**config.mk**
```make
export PLATFORM = sky130hd
export DESIGN_NAME = npc_leg_sequencer
export DESIGN_NICKNAME = d
export VERILOG_FILES = /design/src/rtl/npcseq_pkg.sv /design/src/rtl/npcseq_dwell_timer.sv /design/src/rtl/npcseq_side_picker.sv /design/src/rtl/npcseq_step_table.sv /design/src/rtl/npc_leg_sequencer.sv
export SDC_FILE = /design/constraint.sdc
export NUM_CORES = 1
export LEC_CHECK = 0
export BUFFER_PORTS_ARGS = -buffer_cell sky130_fd_sc_hd__buf_2
export CAP_MARGIN = 20
export CELL_PAD_IN_SITES_DETAIL_PLACEMENT = 0
export CELL_PAD_IN_SITES_GLOBAL_PLACEMENT = 2
export CORE_MARGIN = 2
export CORE_UTILIZATION = 37
export CTS_CLUSTER_DIAMETER = 60
export CTS_CLUSTER_SIZE = 8
export DETAILED_ROUTE_END_ITERATION = 10
export MAX_ROUTING_LAYER = met4
export PLACE_DENSITY = 0.86
export SYNTH_ARGS = -nofsm -noshare
export SYNTH_HDL_FRONTEND = slang
export SYNTH_HIERARCHICAL = 1
export SYNTH_SLANG_ARGS = --single-unit
```
**constraint.sdc**
```tcl
create_clock -name clk -period 10.5 [get_ports clk]
set_input_delay 0.525 -clock clk [delete_from_list [all_inputs] [get_ports clk]]
set_output_delay 0.525 -clock clk [all_outputs]
set_load 0.01 [all_outputs]
```
**src/rtl/npcseq_pkg.sv**
```systemverilog
package npcseq_pkg;

  // Gate vector {outer upper, inner upper, inner lower, outer lower}
  typedef enum logic [3:0] {
    P_ALL_OFF   = 4'b0000,
    P_HDN_A     = 4'b0100,
    P_HDN_B     = 4'b0010,
    P_ZERO_A    = 4'b1100,
    P_ZERO_MID  = 4'b0110,
    P_ZERO_B    = 4'b0011,
    P_HUP_A     = 4'b1110,
    P_HUP_B     = 4'b0111,
    P_FULL_ON   = 4'b1111
  } leg_pat_t;

  typedef enum logic [1:0] {
    LV_NEG  = 2'b00,
    LV_ZERO = 2'b01,
    LV_POS  = 2'b10,
    LV_BAD  = 2'b11
  } lvl_t;

  function automatic logic is_half(input leg_pat_t p);
    return (p == P_HDN_A) || (p == P_HDN_B) || (p == P_HUP_A) || (p == P_HUP_B);
  endfunction

  // Settled level of a pattern; transitional patterns map to LV_BAD
  function automatic lvl_t lvl_of(input leg_pat_t p);
    lvl_t l;
    case (p)
      P_ALL_OFF:                       l = LV_NEG;
      P_FULL_ON:                       l = LV_POS;
      P_ZERO_A, P_ZERO_MID, P_ZERO_B:  l = LV_ZERO;
      default:                         l = LV_BAD;
    endcase
    return l;
  endfunction

endpackage

```
**src/rtl/npcseq_dwell_timer.sv**
```systemverilog
module npcseq_dwell_timer #(
  parameter int DWELL_CYC = 250,
  localparam int CNT_W = $clog2(DWELL_CYC + 1)
) (
  input  logic clk,
  input  logic rst,
  input  logic load,
  output logic done
);
  localparam logic [CNT_W-1:0] LOAD_VAL = CNT_W'(DWELL_CYC - 1);

  logic [CNT_W-1:0] cnt_q;

  always_ff @(posedge clk) begin
    if (rst)               cnt_q <= '0;
    else if (load)         cnt_q <= LOAD_VAL;
    else if (cnt_q != '0)  cnt_q <= cnt_q - 1'b1;
  end

  assign done = (cnt_q == '0);

  assert_no_overrun_R5: assert property (@(posedge clk) disable iff (rst)
    (!load && cnt_q != '0) |=> (cnt_q == $past(cnt_q) - 1'b1));
endmodule

```
**src/rtl/npcseq_side_picker.sv**
```systemverilog
module npcseq_side_picker (
  input  logic clk,
  input  logic rst,
  input  logic pick,        // departure from a full rail accepted this cycle
  input  logic from_top,    // 1: leaving the positive rail
  input  logic bias_valid,
  input  logic bias_upper,
  output logic side_o       // 0: side A, 1: side B
);
  logic alt_q;

  always_comb begin
    if (bias_valid) side_o = from_top ? ~bias_upper : bias_upper;
    else            side_o = alt_q;
  end

  always_ff @(posedge clk) begin
    if (rst)                     alt_q <= 1'b0;
    else if (pick && !bias_valid) alt_q <= ~alt_q;
  end

  assert_bias_holds_alt_R8: assert property (@(posedge clk) disable iff (rst)
    (pick && bias_valid) |=> (alt_q == $past(alt_q)));
  assert_alt_flips_R7: assert property (@(posedge clk) disable iff (rst)
    (pick && !bias_valid) |=> (alt_q != $past(alt_q)));
endmodule

```
**src/rtl/npcseq_step_table.sv**
```systemverilog
module npcseq_step_table
  import npcseq_pkg::*;
(
  input  leg_pat_t cur,
  input  lvl_t     tgt,
  input  logic     side,
  output leg_pat_t nxt
);
  always_comb begin
    nxt = cur;
    case (cur)
      P_ALL_OFF:  if (tgt == LV_ZERO || tgt == LV_POS) nxt = side ? P_HDN_B : P_HDN_A;
      P_HDN_A:    nxt = (tgt == LV_NEG) ? P_ALL_OFF : P_ZERO_A;
      P_HDN_B:    nxt = (tgt == LV_NEG) ? P_ALL_OFF : P_ZERO_B;
      P_ZERO_A: begin
        if (tgt == LV_POS)      nxt = P_HUP_A;
        else if (tgt == LV_NEG) nxt = P_HDN_A;
      end
      P_ZERO_B: begin
        if (tgt == LV_POS)      nxt = P_HUP_B;
        else if (tgt == LV_NEG) nxt = P_HDN_B;
      end
      P_ZERO_MID: begin
        if (tgt == LV_POS)      nxt = P_HUP_A;
        else if (tgt == LV_NEG) nxt = P_HDN_A;
      end
      P_HUP_A:    nxt = (tgt == LV_POS) ? P_FULL_ON : P_ZERO_A;
      P_HUP_B:    nxt = (tgt == LV_POS) ? P_FULL_ON : P_ZERO_B;
      P_FULL_ON:  if (tgt == LV_ZERO || tgt == LV_NEG) nxt = side ? P_HUP_B : P_HUP_A;
      default:    nxt = P_ALL_OFF;
    endcase
  end
endmodule

```
**src/rtl/npc_leg_sequencer.sv**
```systemverilog
module npc_leg_sequencer
  import npcseq_pkg::*;
#(
  parameter int DWELL_CYC = 250,
  localparam int CNT_W = $clog2(DWELL_CYC + 1)
) (
  input  logic       clk,
  input  logic       rst,
  input  logic       req_valid,
  input  logic [1:0] req_lvl,
  input  logic       bias_valid,
  input  logic       bias_upper,
  output logic [3:0] gate_o,
  output logic       busy_o
);
  leg_pat_t pat_q, step_nxt;
  lvl_t     tgt_q, req_l, step_tgt, cur_lvl;
  logic     busy, accept, advance, side, tmr_done, leaving_full;

  assign req_l   = lvl_t'(req_lvl);
  assign cur_lvl = lvl_of(pat_q);
  assign busy    = (cur_lvl != tgt_q);
  assign accept  = req_valid && !busy && (req_l != LV_BAD) && (req_l != cur_lvl);
  assign leaving_full = accept && (pat_q == P_FULL_ON || pat_q == P_ALL_OFF);
  assign advance = accept || (busy && (!is_half(pat_q) || tmr_done));
  assign step_tgt = accept ? req_l : tgt_q;

  npcseq_side_picker u_side (
    .clk        (clk),
    .rst        (rst),
    .pick       (leaving_full),
    .from_top   (pat_q == P_FULL_ON),
    .bias_valid (bias_valid),
    .bias_upper (bias_upper),
    .side_o     (side)
  );

  npcseq_step_table u_step (
    .cur  (pat_q),
    .tgt  (step_tgt),
    .side (side),
    .nxt  (step_nxt)
  );

  npcseq_dwell_timer #(.DWELL_CYC(DWELL_CYC)) u_tmr (
    .clk  (clk),
    .rst  (rst),
    .load (advance && is_half(step_nxt)),
    .done (tmr_done)
  );

  always_ff @(posedge clk) begin
    if (rst) begin
      pat_q <= P_ALL_OFF;
      tgt_q <= LV_NEG;
    end else begin
      if (accept)  tgt_q <= req_l;
      if (advance) pat_q <= step_nxt;
    end
  end

  assign gate_o = pat_q;
  assign busy_o = busy;

  // Run length of the present half-voltage pattern
  leg_pat_t         prev_q;
  logic [CNT_W:0]   hrun_q;
  always_ff @(posedge clk) begin
    if (rst) begin
      prev_q <= P_ALL_OFF;
      hrun_q <= '0;
    end else begin
      prev_q <= pat_q;
      if (!is_half(pat_q))     hrun_q <= '0;
      else if (pat_q != prev_q) hrun_q <= 1;
      else if (hrun_q != '1)   hrun_q <= hrun_q + 1'b1;
    end
  end

  assert_reset_off_R1: assert property (@(posedge clk) disable iff (rst)
    $past(rst) |-> (gate_o == 4'b0000 && !busy_o));
  assert_single_step_R4: assert property (@(posedge clk) disable iff (rst)
    $countones(gate_o ^ $past(gate_o)) <= 1);
  assert_top_on_last_R4: assert property (@(posedge clk) disable iff (rst)
    $rose(gate_o[3]) |-> $past(gate_o[2]));
  assert_top_off_first_R4: assert property (@(posedge clk) disable iff (rst)
    $fell(gate_o[3]) |-> gate_o[2]);
  assert_bot_on_last_R4: assert property (@(posedge clk) disable iff (rst)
    $rose(gate_o[0]) |-> $past(gate_o[1]));
  assert_bot_off_first_R4: assert property (@(posedge clk) disable iff (rst)
    $fell(gate_o[0]) |-> gate_o[1]);
  assert_dwell_bound_R5: assert property (@(posedge clk) disable iff (rst)
    hrun_q <= (CNT_W+1)'(DWELL_CYC));
  assert_half_busy_R9: assert property (@(posedge clk) disable iff (rst)
    is_half(pat_q) |-> busy_o);
  assert_ignore_busy_R9: assert property (@(posedge clk) disable iff (rst)
    busy_o |=> (tgt_q == $past(tgt_q)));
endmodule

```
==> impl_metrics.py <==
metrics = {
    "synthesis": {
        "synth_top_area_share_pct": 20.2,
        "synth_fp_nets": 210,
        "synthTopCellsByArea": "dfxtp_1, nor2_1, nand2b_1, ha_1, nand2_1",
        "ys.warnings.count": 6,
        "syn_area_um2": 1490,
        "async_flop_share_pct": 0,
        "ys_ff_latch": 15,
        "synthMuxAreaShare_pct": 2.86,
        "ys_seq_area_share_pct": 20.2,
        "synth_flop_cell": "dfxtp_1",
        "synth_top_family_by_area": "simple AND/OR/NAND/NOR gates",
        "synth_enable_flop_cells": 0,
        "synth_cell_types": 60,
        "syn-instance-count": 199,
        "synthSimpleGateAreaFrac_pct": 34.4,
        "synth_compound_area_share_pct": 29.3,
        "synth_xor_area_share_pct": 2.36,
        "yosys.area_share.adder_pct": 3.37,
        "syn_area_per_cell_um2": 7.46,
        "synth_top_area_cell": "dfxtp_1",
    },
    "sta": {
        "setup_viol": 0,
        "hold_viol_final": 0,
        "tightest_slew_ps": 973,
        "max_clock_freq_ghz": 0.172,
        "fin_skew_ps": 4.42,
        "final.min_clock_period_ps": 5820,
        "final_max_slew_viol_count": 0,
        "relSlewSlack_pct": 35.1,
        "fin_setup_tns_ps": 0,
        "min_period_over_period_pct": 55.4,
        "rsz0062_at_grt": "false",
    },
    "final_layout": {
        "mostFrequentLayoutCells": "nor2_1, nand2b_1, dfxtp_1, nand2_1, buf_2",
        "ff_latch_area_um2": 300,
        "nNetsFinal": 216,
        "multi_input_area_um2": 1070,
        "insertedDiodeCount": 0,
        "nFillCells": 406,
        "syn_to_final_growth_pct": 6.99,
        "drive_gt1_share_pct": 13.2,
        "layout_commonest_cell": "nor2_1",
        "final_cells": 254,
    },
    "pwr": {
        "power_mw": 0.442,
        "p_leak_nw": 0.578,
        "power.density_nw_per_um2": 278,
        "ir_drop_mv": 0.186,
    },
    "clock_tree": {
        "cts_hold_buf": 0,
        "tritoncts": "yes",
        "cts_buffers": 3,
        "postCtsSetupBuffers": 0,
        "clockBufferDepth": 2,
        "clkTransAtPathRegs_ps": 70,
        "clkLatencyLatePin_ps": 250,
        "ctsResizeCount": 0,
        "htree_num_levels": 1,
        "cts_root_buf": "clkbuf_8",
        "clock_sinks": 15,
    },
    "worst_hold_path": {
        "min_delay_path_depth": 2,
        "min_path_type": "reg2reg",
    },
    "floorplan": {
        "io_pins": 12,
        "dieArea_um2": 4540,
        "core_um2": 3940,
        "die-width_um": 67.4,
        "die_h_um": 67.4,
        "initial_core_util_pct": 37.7,
        "rows": 23,
    },
    "drt": {
        "dr.pass1.iters": 4,
        "drc": 0,
        "drt.antenna.violating_nets": 0,
        "wl_per_cell_um": 13.9,
        "num_vias": 1444,
        "avgViaCountPerCell": 5.69,
        "wirelength_um": 3530,
        "drt_iter0_drc": 127,
    },
    "job": {
        "maxCapViolCount": 0,
    },
    "critical_path": {
        "worst-setup-path-type": "reg2reg",
        "critical_path.endpoint_type": "flip-flop",
        "reg2reg_depth": 19,
        "cp_max_fo": 32,
        "cp.arrival_ps": 5960,
        "cp-start-kind": "flip-flop",
        "worst_ep_required_time_ps": 10640,
    },
    "grt": {
        "grt_use_total_pct": 17.9,
        "grt_pass1_wl_um": 6210,
        "antenna_found_initial": 0,
        "grt_start_max_net_pins": 33,
        "grt_pass1_vias": 1325,
        "grt_overflow_total": 0,
    },
    "placed_design": {
        "gp_congestion": 0.777,
        "dp.cells": 250,
        "io_buffers": 11,
        "dp.final_hpwl_um": 2530,
    },
    "run_status": {
        "status": "complete, no violations",
    },
}
-- flip-flops by register name, indices dropped and copies added, names as in the netlist --
name and cells:
u_tmr/cnt_q 8, gate_o 4, tgt_q 2, u_side/alt_q 1
-- final timing paths --
path | to | start | slack, ps
min reg2reg | u_side/alt_q | u_side/alt_q | 530
max | u_tmr/cnt_q[3] | gate_o[3] | 4680
max reg2reg | u_tmr/cnt_q[3] | gate_o[3] | 4680
min | u_side/alt_q | u_side/alt_q | 530
-- per-stage QoR --
| stage | cell area (um2) | hold slack [ps] | setup WS (ps) | utilization (%) |
|---|---|---|---|---|
| 6_report | 1590 | 525 | 4680 | 40.3 |
| 5_1_grt | 1590 | 544 | 4030 | 40.3 |
| 2_1_floorplan | 1490 | 470 | 6180 | - |
| 4_1_cts | 1590 | 534 | 4690 | 40.3 |
| 3_5_place_dp | 1540 | 511 | 4710 | 39.1 |
| 3_3_place_gp | 1540 | 502 | 4920 | 39.1 |
-- power by group --
group / internal (mW) / leakage, nW / switching (mW)
clock: 0.0267 / 0.0217 / 0.0218
combinational: 0.122 / 0.433 / 0.165
sequential: 0.0756 / 0.123 / 0.0316
-- routing by layer --
layer / up-vias / global-route usage (%) / share of wire (%) / wire (um)
met5: - / - / 0 / 0
met4: 0 / 2.81 / 0.34 / 12
met3: 2 / 3.00 / 4.0 / 142
met2: 28 / 28.0 / 46 / 1640
met1: 678 / 24.7 / 49 / 1740
li1: 736 / - / - / -
-- synthesized netlist by cell type (all sizes together) (2+ instances only) --
cell and instances:
a2111oi 2, nand3 2, nor2b 4, o21ai 9, nand3b 2, a41o 2
a31oi 4, nor4 5, ha 4, a311oi 2, o211ai 2, a21boi 4
a21o 2, clkbuf 2, nor3 6, a21oi 8, o311ai 3, nand2b 16
o21a 3, nand2 13, or4b 2, or3b 3, xnor2 3, mux2 2
mux2i 2, dfxtp 15, a211oi 2, nor2 29, o22ai 2, o21bai 4
nor3b 2, buf 9, a41oi 2, nor4b 2, inv 11
-- kinds of logic after synthesis --
group           count (synthesis)
flops                          15
mux                             4
simple gates                   92
fa+ha+maj                       4
compound gates                 58
buf+inv                        22
xor+xnor                        4
-- critical path, cell delays in order (launching register included) --
cell and delay [ps]:
dfxtp_1 960, or3b_1 420, a21oi_1 160, o21ai_1 80
a41o_1 400, nor2_4 240, mux2_1 450, inv_1 120
ha_1 250, nand3_1 100, o31ai_1 140, nand2b_1 90
a21boi_1 340, xor2_1 110, o21ai_0 160, a21oi_1 90
a211oi_1 790, inv_1 240, and3_2 260, a2111oi_0 300
-- cell type report --
cell class                 instances  share of cell area (%)
inverter                          11                    2.60
timing repair buffer              12                    3.94
tap                               50                    3.94
clock inverter                     1                   0.472
sequential                        15                    18.9
multi-input combinational        162                    67.6
clock buffer                       3                    2.60
(Power assumes the default switching activity.)
